### config.mk
export PLATFORM = sky130hd
export DESIGN_NAME = dual_issue_steer
export DESIGN_NICKNAME = d
export VERILOG_FILES = /design/src/rtl/steer_pkg.sv /design/src/rtl/steer_occupancy.sv /design/src/rtl/steer_scoreboard.sv /design/src/rtl/steer_arbiter.sv /design/src/rtl/dual_issue_steer.sv
export SDC_FILE = /design/constraint.sdc
export NUM_CORES = 1
export LEC_CHECK = 0
export ABC_CLOCK_PERIOD_IN_PS = 4200
export BUFFER_PORTS_ARGS = -buffer_cell sky130_fd_sc_hd__clkbuf_2
export CORE_MARGIN = 2
export CORE_UTILIZATION = 50
export DETAILED_ROUTE_END_ITERATION = 7
export PLACE_DENSITY = 0.78
export SETUP_SLACK_MARGIN = 0.3
export SYNTH_ARGS = -nofsm -noshare
export SYNTH_HDL_FRONTEND = slang
export SYNTH_SLANG_ARGS = --single-unit
### constraint.sdc
create_clock -name clk -period 4.2 [get_ports clk]
set_input_delay 0.21 -clock clk [delete_from_list [all_inputs] [get_ports clk]]
set_output_delay 0.21 -clock clk [all_outputs]
set_load 0.1 [all_outputs]
### src/rtl/steer_pkg.sv
package steer_pkg;

    localparam int LANES = 2;
    localparam int NPIPE = 2;
    localparam int CLS_W = 5;
    localparam int CNT_W = 4;
    localparam int OCC_W = 3;
    localparam int LSM_MAX = 4;

    typedef enum logic [CLS_W-1:0] {
        CL_ALU     = 5'd0,
        CL_SHIFT   = 5'd1,
        CL_SAD     = 5'd2,
        CL_SYS     = 5'd3,
        CL_DALU    = 5'd4,
        CL_MOVPAIR = 5'd5,
        CL_LD      = 5'd6,
        CL_LD_PI   = 5'd7,
        CL_ST      = 5'd8,
        CL_ST_RO   = 5'd9,
        CL_LDM     = 5'd10,
        CL_STM     = 5'd11,
        CL_MUL     = 5'd12,
        CL_MAC     = 5'd13,
        CL_DIV     = 5'd14,
        CL_DIVMOD  = 5'd15,
        CL_BR      = 5'd16,
        CL_DSPS    = 5'd17,
        CL_DRND    = 5'd18,
        CL_DMUL    = 5'd19,
        CL_DBPICK  = 5'd20,
        CL_DALU64  = 5'd21,
        CL_DMAC    = 5'd22,
        CL_WEXT    = 5'd23
    } cls_e;

    // Issue behaviour of one decoded instruction.
    typedef struct packed {
        logic             dual;      // fills both issue slots
        logic [1:0]       slots;     // bit k: may use issue slot k
        logic [1:0]       pipes;     // bit k: may execute in pipe k
        logic [OCC_W-1:0] occ;       // execute-stage cycles
        logic             long_lat;  // result forwardable from memory stage only
    } cls_attr_t;

    function automatic logic [OCC_W-1:0] mul_occ(input logic [1:0] cfg);
        case (cfg)
            2'd0:    return OCC_W'(1);
            2'd1:    return OCC_W'(2);
            default: return OCC_W'(4);
        endcase
    endfunction

    function automatic logic [OCC_W-1:0] lsm_occ(input logic [CNT_W-1:0] n);
        if (n == '0)
            return OCC_W'(1);
        if (n >= CNT_W'(LSM_MAX))
            return OCC_W'(LSM_MAX);
        return OCC_W'(n);
    endfunction

    function automatic cls_attr_t decode_cls(input logic [CLS_W-1:0] c,
                                             input logic [OCC_W-1:0] mocc,
                                             input logic [CNT_W-1:0] cnt);
        cls_attr_t a;
        a.dual     = 1'b0;
        a.slots    = 2'b11;
        a.pipes    = 2'b11;
        a.occ      = OCC_W'(1);
        a.long_lat = 1'b0;
        case (c)
            CL_SHIFT:   a.occ = OCC_W'(2);
            CL_SAD:     a.occ = OCC_W'(3);
            CL_MOVPAIR: a.slots = 2'b10;
            CL_LD: begin
                a.slots = 2'b10; a.pipes = 2'b10; a.long_lat = 1'b1;
            end
            CL_LD_PI: begin
                a.dual = 1'b1; a.pipes = 2'b10; a.long_lat = 1'b1;
            end
            CL_ST: begin
                a.slots = 2'b10; a.pipes = 2'b10;
            end
            CL_ST_RO: begin
                a.dual = 1'b1; a.pipes = 2'b10;
            end
            CL_LDM: begin
                a.slots = 2'b10; a.pipes = 2'b10; a.occ = lsm_occ(cnt); a.long_lat = 1'b1;
            end
            CL_STM: begin
                a.slots = 2'b10; a.pipes = 2'b10; a.occ = lsm_occ(cnt);
            end
            CL_MUL: begin
                a.slots = 2'b01; a.pipes = 2'b01; a.occ = mocc; a.long_lat = 1'b1;
            end
            CL_MAC: begin
                a.dual = 1'b1; a.pipes = 2'b01; a.occ = mocc; a.long_lat = 1'b1;
            end
            CL_DIV: begin
                a.slots = 2'b01; a.pipes = 2'b01; a.occ = OCC_W'(4); a.long_lat = 1'b1;
            end
            CL_DIVMOD: begin
                a.dual = 1'b1; a.pipes = 2'b01; a.occ = OCC_W'(4); a.long_lat = 1'b1;
            end
            CL_BR, CL_DSPS: begin
                a.slots = 2'b01; a.pipes = 2'b01;
            end
            CL_DRND, CL_DMUL, CL_DBPICK: begin
                a.slots = 2'b01; a.pipes = 2'b01; a.long_lat = 1'b1;
            end
            CL_DALU64, CL_DMAC, CL_WEXT: begin
                a.dual = 1'b1; a.pipes = 2'b01; a.long_lat = 1'b1;
            end
            default: ;
        endcase
        return a;
    endfunction

endpackage

### src/rtl/steer_occupancy.sv
module steer_occupancy
    import steer_pkg::*;
(
    input  logic             clk,
    input  logic             rst,
    input  logic             load,
    input  logic [OCC_W-1:0] load_occ,
    output logic             busy
);

    logic [OCC_W-1:0] remain_q;

    always_ff @(posedge clk) begin
        if (rst)
            remain_q <= '0;
        else if (load)
            remain_q <= load_occ - OCC_W'(1);
        else if (remain_q != '0)
            remain_q <= remain_q - OCC_W'(1);
    end

    assign busy = (remain_q != '0);

    // a new instruction enters only an idle execute stage
    a_r6_free_on_load: assert property (@(posedge clk) disable iff (rst)
        load |-> !busy);

    // a multi-cycle occupant closes the pipe in the following cycle
    a_r6_hold_after_multi: assert property (@(posedge clk) disable iff (rst)
        (load && load_occ > OCC_W'(1)) |=> busy);

endmodule

### src/rtl/steer_scoreboard.sv
module steer_scoreboard
    import steer_pkg::*;
#(
    parameter int RW = 5
) (
    input  logic                      clk,
    input  logic                      rst,
    input  logic [LANES-1:0]          iss,
    input  logic [LANES-1:0]          we,
    input  logic [LANES-1:0]          long_lat,
    input  logic [LANES-1:0][RW-1:0]  rs1,
    input  logic [LANES-1:0][RW-1:0]  rs2,
    input  logic [LANES-1:0][RW-1:0]  rd,
    output logic [LANES-1:0]          haz,
    output logic                      raw
);

    logic [LANES-1:0]         pend_v_q;
    logic [LANES-1:0][RW-1:0] pend_rd_q;

    always_ff @(posedge clk) begin
        if (rst) begin
            pend_v_q  <= '0;
            pend_rd_q <= '0;
        end else begin
            pend_v_q  <= iss & we & long_lat;
            pend_rd_q <= rd;
        end
    end

    for (genvar i = 0; i < LANES; i++) begin : g_lane
        logic [LANES-1:0] hit;
        for (genvar j = 0; j < LANES; j++) begin : g_src
            assign hit[j] = pend_v_q[j] &&
                            (rs1[i] == pend_rd_q[j] || rs2[i] == pend_rd_q[j]);

            // a consumer never issues one cycle after its long-latency producer
            a_r9_spacing: assert property (@(posedge clk) disable iff (rst)
                (iss[j] && we[j] && long_lat[j]) |=>
                !(iss[i] && (rs1[i] == $past(rd[j]) || rs2[i] == $past(rd[j]))));
        end
        assign haz[i] = |hit;
    end

    assign raw = we[0] && (rs1[1] == rd[0] || rs2[1] == rd[0]);

    // the younger lane never issues beside the producer of its operand
    a_r11_no_same_cycle_raw: assert property (@(posedge clk) disable iff (rst)
        iss[1] |-> !(we[0] && (rs1[1] == rd[0] || rs2[1] == rd[0])));

endmodule

### src/rtl/steer_arbiter.sv
module steer_arbiter
    import steer_pkg::*;
(
    input  logic                        clk,
    input  logic                        rst,
    input  logic [LANES-1:0]            vld,
    input  cls_attr_t [LANES-1:0]       attr,
    input  logic [LANES-1:0]            haz,
    input  logic                        raw,
    input  logic [NPIPE-1:0]            busy,
    output logic [LANES-1:0]            grant,
    output logic [LANES-1:0]            pipe
);

    logic [NPIPE-1:0] free;
    logic             can_old;
    logic             slot_ok;
    logic             fit_a;     // older pipe 0, younger pipe 1
    logic             fit_b;     // older pipe 1, younger pipe 0
    logic             pair;

    always_comb begin
        free    = ~busy;
        can_old = vld[0] && !haz[0] && |(attr[0].pipes & free);
        slot_ok = !attr[0].dual && !attr[1].dual &&
                  !((attr[0].slots == attr[1].slots) && (attr[0].slots != 2'b11));
        fit_a   = attr[0].pipes[0] && free[0] && attr[1].pipes[1] && free[1];
        fit_b   = attr[0].pipes[1] && free[1] && attr[1].pipes[0] && free[0];
        pair    = can_old && vld[1] && !haz[1] && !raw && slot_ok && (fit_a || fit_b);
        grant   = {pair, can_old};
        if (pair) begin
            pipe[0] = !fit_a;
            pipe[1] = fit_a;
        end else begin
            pipe[0] = !(attr[0].pipes[0] && free[0]);
            pipe[1] = 1'b0;
        end
    end

    // in-order issue
    a_r4_in_order: assert property (@(posedge clk) disable iff (rst)
        grant[1] |-> grant[0]);

    // paired instructions go to different pipes
    a_r5_distinct_pipes: assert property (@(posedge clk) disable iff (rst)
        (&grant) |-> (pipe[0] != pipe[1]));

    // a two-slot class issues alone
    a_r3_dual_alone: assert property (@(posedge clk) disable iff (rst)
        (grant[0] && attr[0].dual) |-> !grant[1]);

    for (genvar l = 0; l < LANES; l++) begin : g_chk
        // the chosen pipe is one the class allows
        a_r2_pipe_allowed: assert property (@(posedge clk) disable iff (rst)
            grant[l] |-> attr[l].pipes[pipe[l]]);
    end

endmodule

### src/rtl/dual_issue_steer.sv
module dual_issue_steer
    import steer_pkg::*;
#(
    parameter int RW = 5
) (
    input  logic                        clk,
    input  logic                        rst,
    input  logic [1:0]                  mul_cfg,
    input  logic [1:0]                  in_vld,
    input  logic [1:0][CLS_W-1:0]       in_cls,
    input  logic [1:0][RW-1:0]          in_rs1,
    input  logic [1:0][RW-1:0]          in_rs2,
    input  logic [1:0][RW-1:0]          in_rd,
    input  logic [1:0]                  in_rd_we,
    input  logic [1:0][CNT_W-1:0]       in_lsm_cnt,
    output logic [1:0]                  out_grant,
    output logic [1:0]                  out_pipe,
    output logic                        out_stall
);

    logic [OCC_W-1:0]            mul_occ_q;
    cls_attr_t [LANES-1:0]       attr;
    logic [LANES-1:0]            haz;
    logic                        raw;
    logic [NPIPE-1:0]            busy;
    logic [LANES-1:0]            grant;
    logic [LANES-1:0]            pipe_sel;
    logic [LANES-1:0]            long_lat;
    logic [NPIPE-1:0]            pipe_load;
    logic [NPIPE-1:0][OCC_W-1:0] pipe_occ;

    // Multiplier grade is static: captured only while reset is held.
    always_ff @(posedge clk) begin
        if (rst)
            mul_occ_q <= mul_occ(mul_cfg);
    end

    for (genvar l = 0; l < LANES; l++) begin : g_dec
        assign attr[l]     = decode_cls(in_cls[l], mul_occ_q, in_lsm_cnt[l]);
        assign long_lat[l] = attr[l].long_lat;
    end

    steer_scoreboard #(.RW(RW)) u_sb (
        .clk      (clk),
        .rst      (rst),
        .iss      (grant),
        .we       (in_rd_we),
        .long_lat (long_lat),
        .rs1      (in_rs1),
        .rs2      (in_rs2),
        .rd       (in_rd),
        .haz      (haz),
        .raw      (raw)
    );

    steer_arbiter u_arb (
        .clk   (clk),
        .rst   (rst),
        .vld   (in_vld),
        .attr  (attr),
        .haz   (haz),
        .raw   (raw),
        .busy  (busy),
        .grant (grant),
        .pipe  (pipe_sel)
    );

    always_comb begin
        pipe_load = '0;
        pipe_occ  = '0;
        for (int l = 0; l < LANES; l++) begin
            if (grant[l]) begin
                pipe_load[pipe_sel[l]] = 1'b1;
                pipe_occ[pipe_sel[l]]  = attr[l].occ;
            end
        end
    end

    for (genvar p = 0; p < NPIPE; p++) begin : g_pipe
        steer_occupancy u_occ (
            .clk      (clk),
            .rst      (rst),
            .load     (pipe_load[p]),
            .load_occ (pipe_occ[p]),
            .busy     (busy[p])
        );
    end

    assign out_grant = grant;
    assign out_pipe  = pipe_sel;
    assign out_stall = |(in_vld & ~grant);

    // nothing granted without a valid instruction behind it
    a_r12_grant_needs_valid: assert property (@(posedge clk) disable iff (rst)
        |(out_grant & ~in_vld) == 1'b0);

endmodule

; After elaboration in Yosys (flattened, before gate mapping)
; Index checks and enable logic that the tools add are counted.
[word_totals]
ff_bits = 21
input_bits = 56
[op_classes]
n_lt_le_gt_ge = 6
n_addsub = 4
n_mux = 57
bitwise_logic = 8
n_reduce_logical = 64
eq_ne = 55
[ops]
columns = op, count
row1 = 5-bit by 4-bit equality test with 1-bit output (second input constant), 16
row2 = 5-bit equality test (second input constant), 16
row3 = 3-bit 2-to-1 mux, 18
row4 = 5-bit equality test, 10
row5 = 3-bit case mux with 6 select lines, 2
row6 = 5-bit by 3-bit equality test with 1-bit output (second input constant), 6
row7 = 7-bit OR reduction, 4
row8 = 13-bit OR reduction, 2
row9 = 12-bit OR reduction, 2
row10 = 1-bit logical AND, 23
row11 = 1-bit 2-to-1 mux, 22
row12 = 2-bit case mux with 2 select lines, 4
row13 = 2-bit OR reduction, 8
row14 = 6-bit 2-to-1 mux, 2
row15 = 6-bit OR reduction, 2
row16 = 3-bit by 1-bit subtractor with 3-bit output (second input constant), 4
row17 = 5-bit by 1-bit equality test with 1-bit output (second input constant), 2
row18 = 5-bit by 2-bit equality test with 1-bit output (second input constant), 2
row19 = 5-bit OR reduction, 2
row20 = 2-bit bitwise AND, 4
row21 = 4-bit by 3-bit greater-or-equal comparator with 1-bit output (second input constant), 2
row22 = 1-bit logical NOT, 8
row23 = 4-bit logical NOT, 2
row24 = 6-bit bitwise AND, 1
row25 = 16 further kinds, 30

; Depth between registers and ports, before layout
[depth]
depth_word = 23
mapped_depth = 18
ltp_nobuf = 17

; Modules after synthesis
; Synthesis repeated with hierarchy kept, for this count alone.
[unflattened]
cells_unflattened = 265
hier_area_um2 = 2157.1
[modules_own_cells]
columns = module, seq_area_each_um2, instances, area_per_inst_um2, cells_each
row1 = steer_scoreboard, 240.2, 1, 919.6, 98
row2 = dual_issue_steer, 90.1, 1, 779.5, 119
row3 = steer_occupancy, 60.1, 2, 158.9, 15
row4 = steer_arbiter, 0.0, 1, 140.1, 18

; Least setup slack after synthesis
; OpenSTA, ideal clock, no wires.
[synth_path]
path_type = input to register
start = input in_cls[1] in the netlist's numbering
end = register g_pipe[1].u_occ.remain_q[0]
setup_time_ns = 0.070
arrival_time_ns = 4.351
setup_slack_ns = -0.220
path_stages = 14
n_path_buf = 2
required_time_ns = 4.130
path_cell_list = clkbuf_1 -> nor2b_1 -> nor2_1 -> nor2_1 -> o2bb2ai_1 -> nor2b_1 -> inv_1 -> ha_1 -> xnor2_1 -> nor4_1 -> or3_1 -> buf_6 -> nor3_1 -> o311a_1
[synth_via]
word_cells_on_any_way = 81
[synth_lines]
columns = item, line
row1 = start: declaration, dual_issue_steer.sv:10  ; input logic [1:0][CLS_W-1:0] in_cls,
row2 = "5-bit equality test, or another cell as far along", steer_pkg.sv:71  ; case (c)
row3 = 12-bit OR reduction (no line) or 6-bit OR reduction (tied branches), -
row4 = 2-bit case mux with 2 select lines, steer_pkg.sv:71
row5 = 2-bit bitwise AND, steer_arbiter.sv:24  ; can_old = vld[0] && !haz[0] && |(attr[0].pipes & free);
row6 = 2-bit OR reduction, steer_arbiter.sv:24
row7 = 1-bit logical AND, steer_arbiter.sv:24
row8 = 1-bit logical AND (5 in a row), steer_arbiter.sv:29  ; pair = can_old && vld[1] && !haz[1] && !raw && slot_ok && (fit_a || fit_b);
row9 = 2-bit 2-to-1 mux (*), steer_arbiter.sv:31  ; if (pair) begin
row10 = named net out_pipe[1], dual_issue_steer.sv:17  ; output logic [1:0] out_pipe,
row11 = 1-bit by 2-bit less-than comparator with 1-bit output (not written as such) or 1-bit greater-or-equal comparator (tied branches), "dual_issue_steer.sv:73, dual_issue_steer.sv:74"
row12 = 1-bit logical AND (not written as such), "dual_issue_steer.sv:73, dual_issue_steer.sv:74"
row13 = 3-bit 2-to-1 mux (not written as such), dual_issue_steer.sv:74  ; pipe_occ[pipe_sel[l]] = attr[l].occ;
row14 = 3-bit demux with 1-bit select, dual_issue_steer.sv:74
row15 = 6-bit bitwise mux, dual_issue_steer.sv:74
row16 = 6-bit 2-to-1 mux, dual_issue_steer.sv:72  ; if (grant[l]) begin
row17 = 3-bit by 1-bit subtractor with 3-bit output, steer_occupancy.sv:17  ; remain_q <= load_occ - OCC_W'(1);
row18 = 3-bit 2-to-1 mux, steer_occupancy.sv:16  ; else if (load)
row19 = end signal: assignment, steer_occupancy.sv:17
row20 = end signal: assignment, steer_occupancy.sv:19  ; remain_q <= remain_q - OCC_W'(1);
row21 = end: declaration, steer_occupancy.sv:11  ; logic [OCC_W-1:0] remain_q;
; Mark *: on every way through the listed nets, which the timed path passes. The rest lies on a longest branch.
; A chain may end at the register's enable or synchronous reset.

; Final worst setup path
[layout_path]
start = input in_cls[1] in the netlist's numbering
end = output out_pipe[0]
[layout_via]
elab_chain_cells = 12
word_cells_on_any_way = 52
[layout_rtl]
columns = item, line
row1 = "5-bit equality test, or another cell as far along", steer_pkg.sv:71
row2 = 12-bit OR reduction (no line) or 6-bit OR reduction (tied branches), -
row3 = 2-bit case mux with 2 select lines, steer_pkg.sv:71
row4 = 2-bit bitwise AND, steer_arbiter.sv:24
row5 = 2-bit OR reduction, steer_arbiter.sv:24
row6 = 1-bit logical AND, steer_arbiter.sv:24
row7 = 1-bit logical AND (5 in a row), steer_arbiter.sv:29
row8 = 2-bit 2-to-1 mux (*), steer_arbiter.sv:31
row9 = end: declaration, dual_issue_steer.sv:17
; Mark *: on every way between the ends. The rest lies on a longest branch, timed or not.

==> impl_metrics.yaml <==
power_and_ir_drop:
  share_seq_of_total_power_pct: 29.0
  powerDensity_nw_per_um2: 366
  sw_frac_of_total_pct: 47.2
  pwr-share-comb_pct: 56.6
  leakagePower_nw: 1.04
  pwr-share-clk_pct: 14.3
  p_sw_uw: 428
  internal_power_uw: 479
  peakVddDrop_uv: 329
  finalPower_uw: 908
timing:
  worst_pin_slew_ps: 571
  hold_viol: 0
  setup_viol: 0
  fin_crit_sh_pct: 78.5
  fin_hold_ws_ps: 153
  fin_skew_ps: 4.58
  fmax_mhz: 303
  period_minus_slack_ps: 3300
  drv_slew: 0
  slew_headroom_pct: 61.7
  rsz0062_at_grt: "false"
  tns_ps: 0
floorplan:
  start_util_pct: 52.9
  die_h_um: 69.5
  core_region_area_um2: 4060
  rows: 23
  pin_count: 61
  die_w_um: 69.5
  dieArea_um2: 4830
synth:
  synth_top_cell_area_share_pct: 16.8
  synth_warnings: 0
  ys_types: 51
  synthArstFlopShare_pct: 0
  synth_edf_count: 3
  syn_area_um2: 2150
  synth_nets: 339
  yosysMostFrequentCell: "xor2_1"
  ys_seq_area_share_pct: 21.0
  synth_ff_type: "dfxtp_1"
  synthTopCellsByArea: "dfxtp_1 17%, xor2_1 11%, xnor2_1 11%, nor2b_1 5.5%, edfxtp_1 4.2%"
  synth-seq-cells: 21
  syn_area_per_cell_um2: 7.70
  synthCells: 279
  synth_common_cells: "27 x xor2_1, 26 x xnor2_1, 19 x nor2b_1"
  yosys.area.top_type: "dfxtp_1"
worst_setup_path:
  path_max_fanout: 12
  cp-end-kind: "output pin"
  crit_path_frequent_cell: "nor2_1"
  r2r_slack_ps: 1260
  critical_path_class: "in2out"
  crit_slowest_cell: "or3_1"
  slowest_delay_ps: 510
  cp.required_ps: 3990
  cp_cell_sequence: "clkbuf_2 > nor2_1 > nor2_1 > nor2_1 > o2bb2ai_1 > nor2b_1 > inv_1 > ha_1 > xnor2_1 > nor4_1 > or3_1 > nor3_2 > nand2b_1 > clkbuf_2"
  reg2reg_from: "u_sb.pend_rd_q[9]$_SDFF_PP0_"
  reg2regPathDepth: 10
  r2r_end: "g_pipe[1].u_occ.remain_q[2]$_SDFFE_PP0P_"
  crit_path_start_kind: "primary input"
  crit_arrival_ps: 3090
  cp-startpoint: "in_cls[1]"
clocking:
  cts_resized: 0
  cts_tree: "yes"
  postCtsSetupBuffers: 0
  worstSkewPairLatency_ps: 260
  h-tree-depth: 1
  cts-root-buf: "clkbuf_8"
  cts_hold_buf: 0
  cts-buffers-inserted: 3
  cts_buffer_depth: 2
  clkTransAtPathRegs_ps: 70
  cts.sinks: 21
routing:
  drt_iter0_drc: 169
  drc: 0
  ant_nets: 0
  wirelength_um: 5560
  vias_per_cell: 5.88
  vias: 2224
  dr.pass1.iters: 4
  wl_per_cell_um: 14.7
global_route:
  grt-ovfl-total: 0
  grt_pass1_wl_um: 9460
  grt_max_degree: 16
  antenna_found_initial: 0
  grt_usage_pct: 23.4
  grt_pass1_vias: 2105
finish:
  diodes: 0
  syn_to_final_growth_pct: 15.5
  fin_area_um2: 2480
  drive_gt1_share_pct: 20.7
  finalNetCount: 389
hold_path:
  min_path_cells: 2
  hold_path.class: "in2reg"
  hold_start: "in_rd[8]"
  whs_endpoint: "u_sb.pend_rd_q[8]$_SDFF_PP0_"
placement:
  placed_area_um2: 2430
  place.port_buffers: 60
  place_congestion: 0.913
  dp_hpwl_um: 4680
run:
  cap_violations: 0
status:
  status: "complete, no violations"
-- metal layers --
metal	track usage, %	up-vias	share of wire (%)
met5	0	-	0
met4	6.97	0	2.0
met3	2.76	14	6.8
met2	39.9	97	49
met1	31.0	1022	42
li1	-	1091	-
-- critical path: cells and delay by family --
kind | cells | cell delay [ps]
compound gates | 1 | 110
xor+xnor | 1 | 170
fa+ha+maj | 1 | 190
buf+inv | 3 | 690
simple gates | 8 | 1710
-- worst max path at each step --
stage	endpoint	cells after the start	slack, ps
floorplan	g_pipe[1].u_occ.remain_q[0]$_SDFFE_PP0P_	14	680
global placement	g_pipe[1].u_occ.remain_q[2]$_SDFFE_PP0P_	16	890
detailed placement	g_pipe[1].u_occ.remain_q[2]$_SDFFE_PP0P_	16	730
CTS	out_pipe[0]	14	930
global route	out_pipe[0]	13	570
finish	out_pipe[0]	14	900
-- flip-flops by register name, summed over array words and instances (netlist names) --
| name | cells |
|---|---|
| u_sb.pend_v_q | 2 |
| u_sb.pend_rd_q | 10 |
| g_pipe.u_occ.remain_q | 6 |
| mul_occ_q | 3 |
-- logic make-up (layout without fill, tap and decap cells) --
family / Yosys count / count (layout) / share of synthesized area (%)
AO/OA/AOI/OAI: 55 / 55 / 17.6
XOR/XNOR: 53 / 53 / 21.6
buffers and inverters: 25 / 74 / 5.48
multiplexers: 1 / 1 / 0.466
adder cells (fa/ha/maj): 4 / 4 / 2.33
flip-flops: 21 / 21 / 21.0
AND/OR/NAND/NOR: 120 / 120 / 31.5
-- layout make-up --
cell class | count | area (µm²)
clock buffers | 4 | 45.0
fillers | 382 | 1580
inverters | 10 | 37.5
multi-input cells | 233 | 1580
flip-flops and latches | 21 | 450
well taps | 50 | 62.6
repair buffers | 60 | 300
-- per-stage QoR --
step	util, %	worst slack [ps]	cells
after floorplan	-	678	279
after global placement	60.0	887	374
after detailed placement	60.0	729	374
after CTS	61.1	931	378
after global routing	61.1	568	378
final	61.1	902	378
-- power by group through the flow --
stage / combinational [mW] / sequential (mW) / clock (mW)
final: 0.514 / 0.263 / 0.130
after global routing: 0.563 / 0.268 / 0.140
after CTS: 0.509 / 0.263 / 0.132
after detailed placement: 0.507 / 0.267 / 0
after global placement: 0.500 / 0.266 / 0
after floorplan: 0.413 / 0.257 / 0
-- cell usage in the layout, fill, tap and decap left out, types with 11 or more instances in the layout --
cell type	count
clkbuf_2	60
dfxtp_1	18
nand2_1	17
nand2b_1	11
nor2_1	15
nor2b_1	19
nor4_1	13
o21ai_0	11
xnor2_1	26
xor2_1	27
No activity file was read; power rests on OpenSTA's default activity.
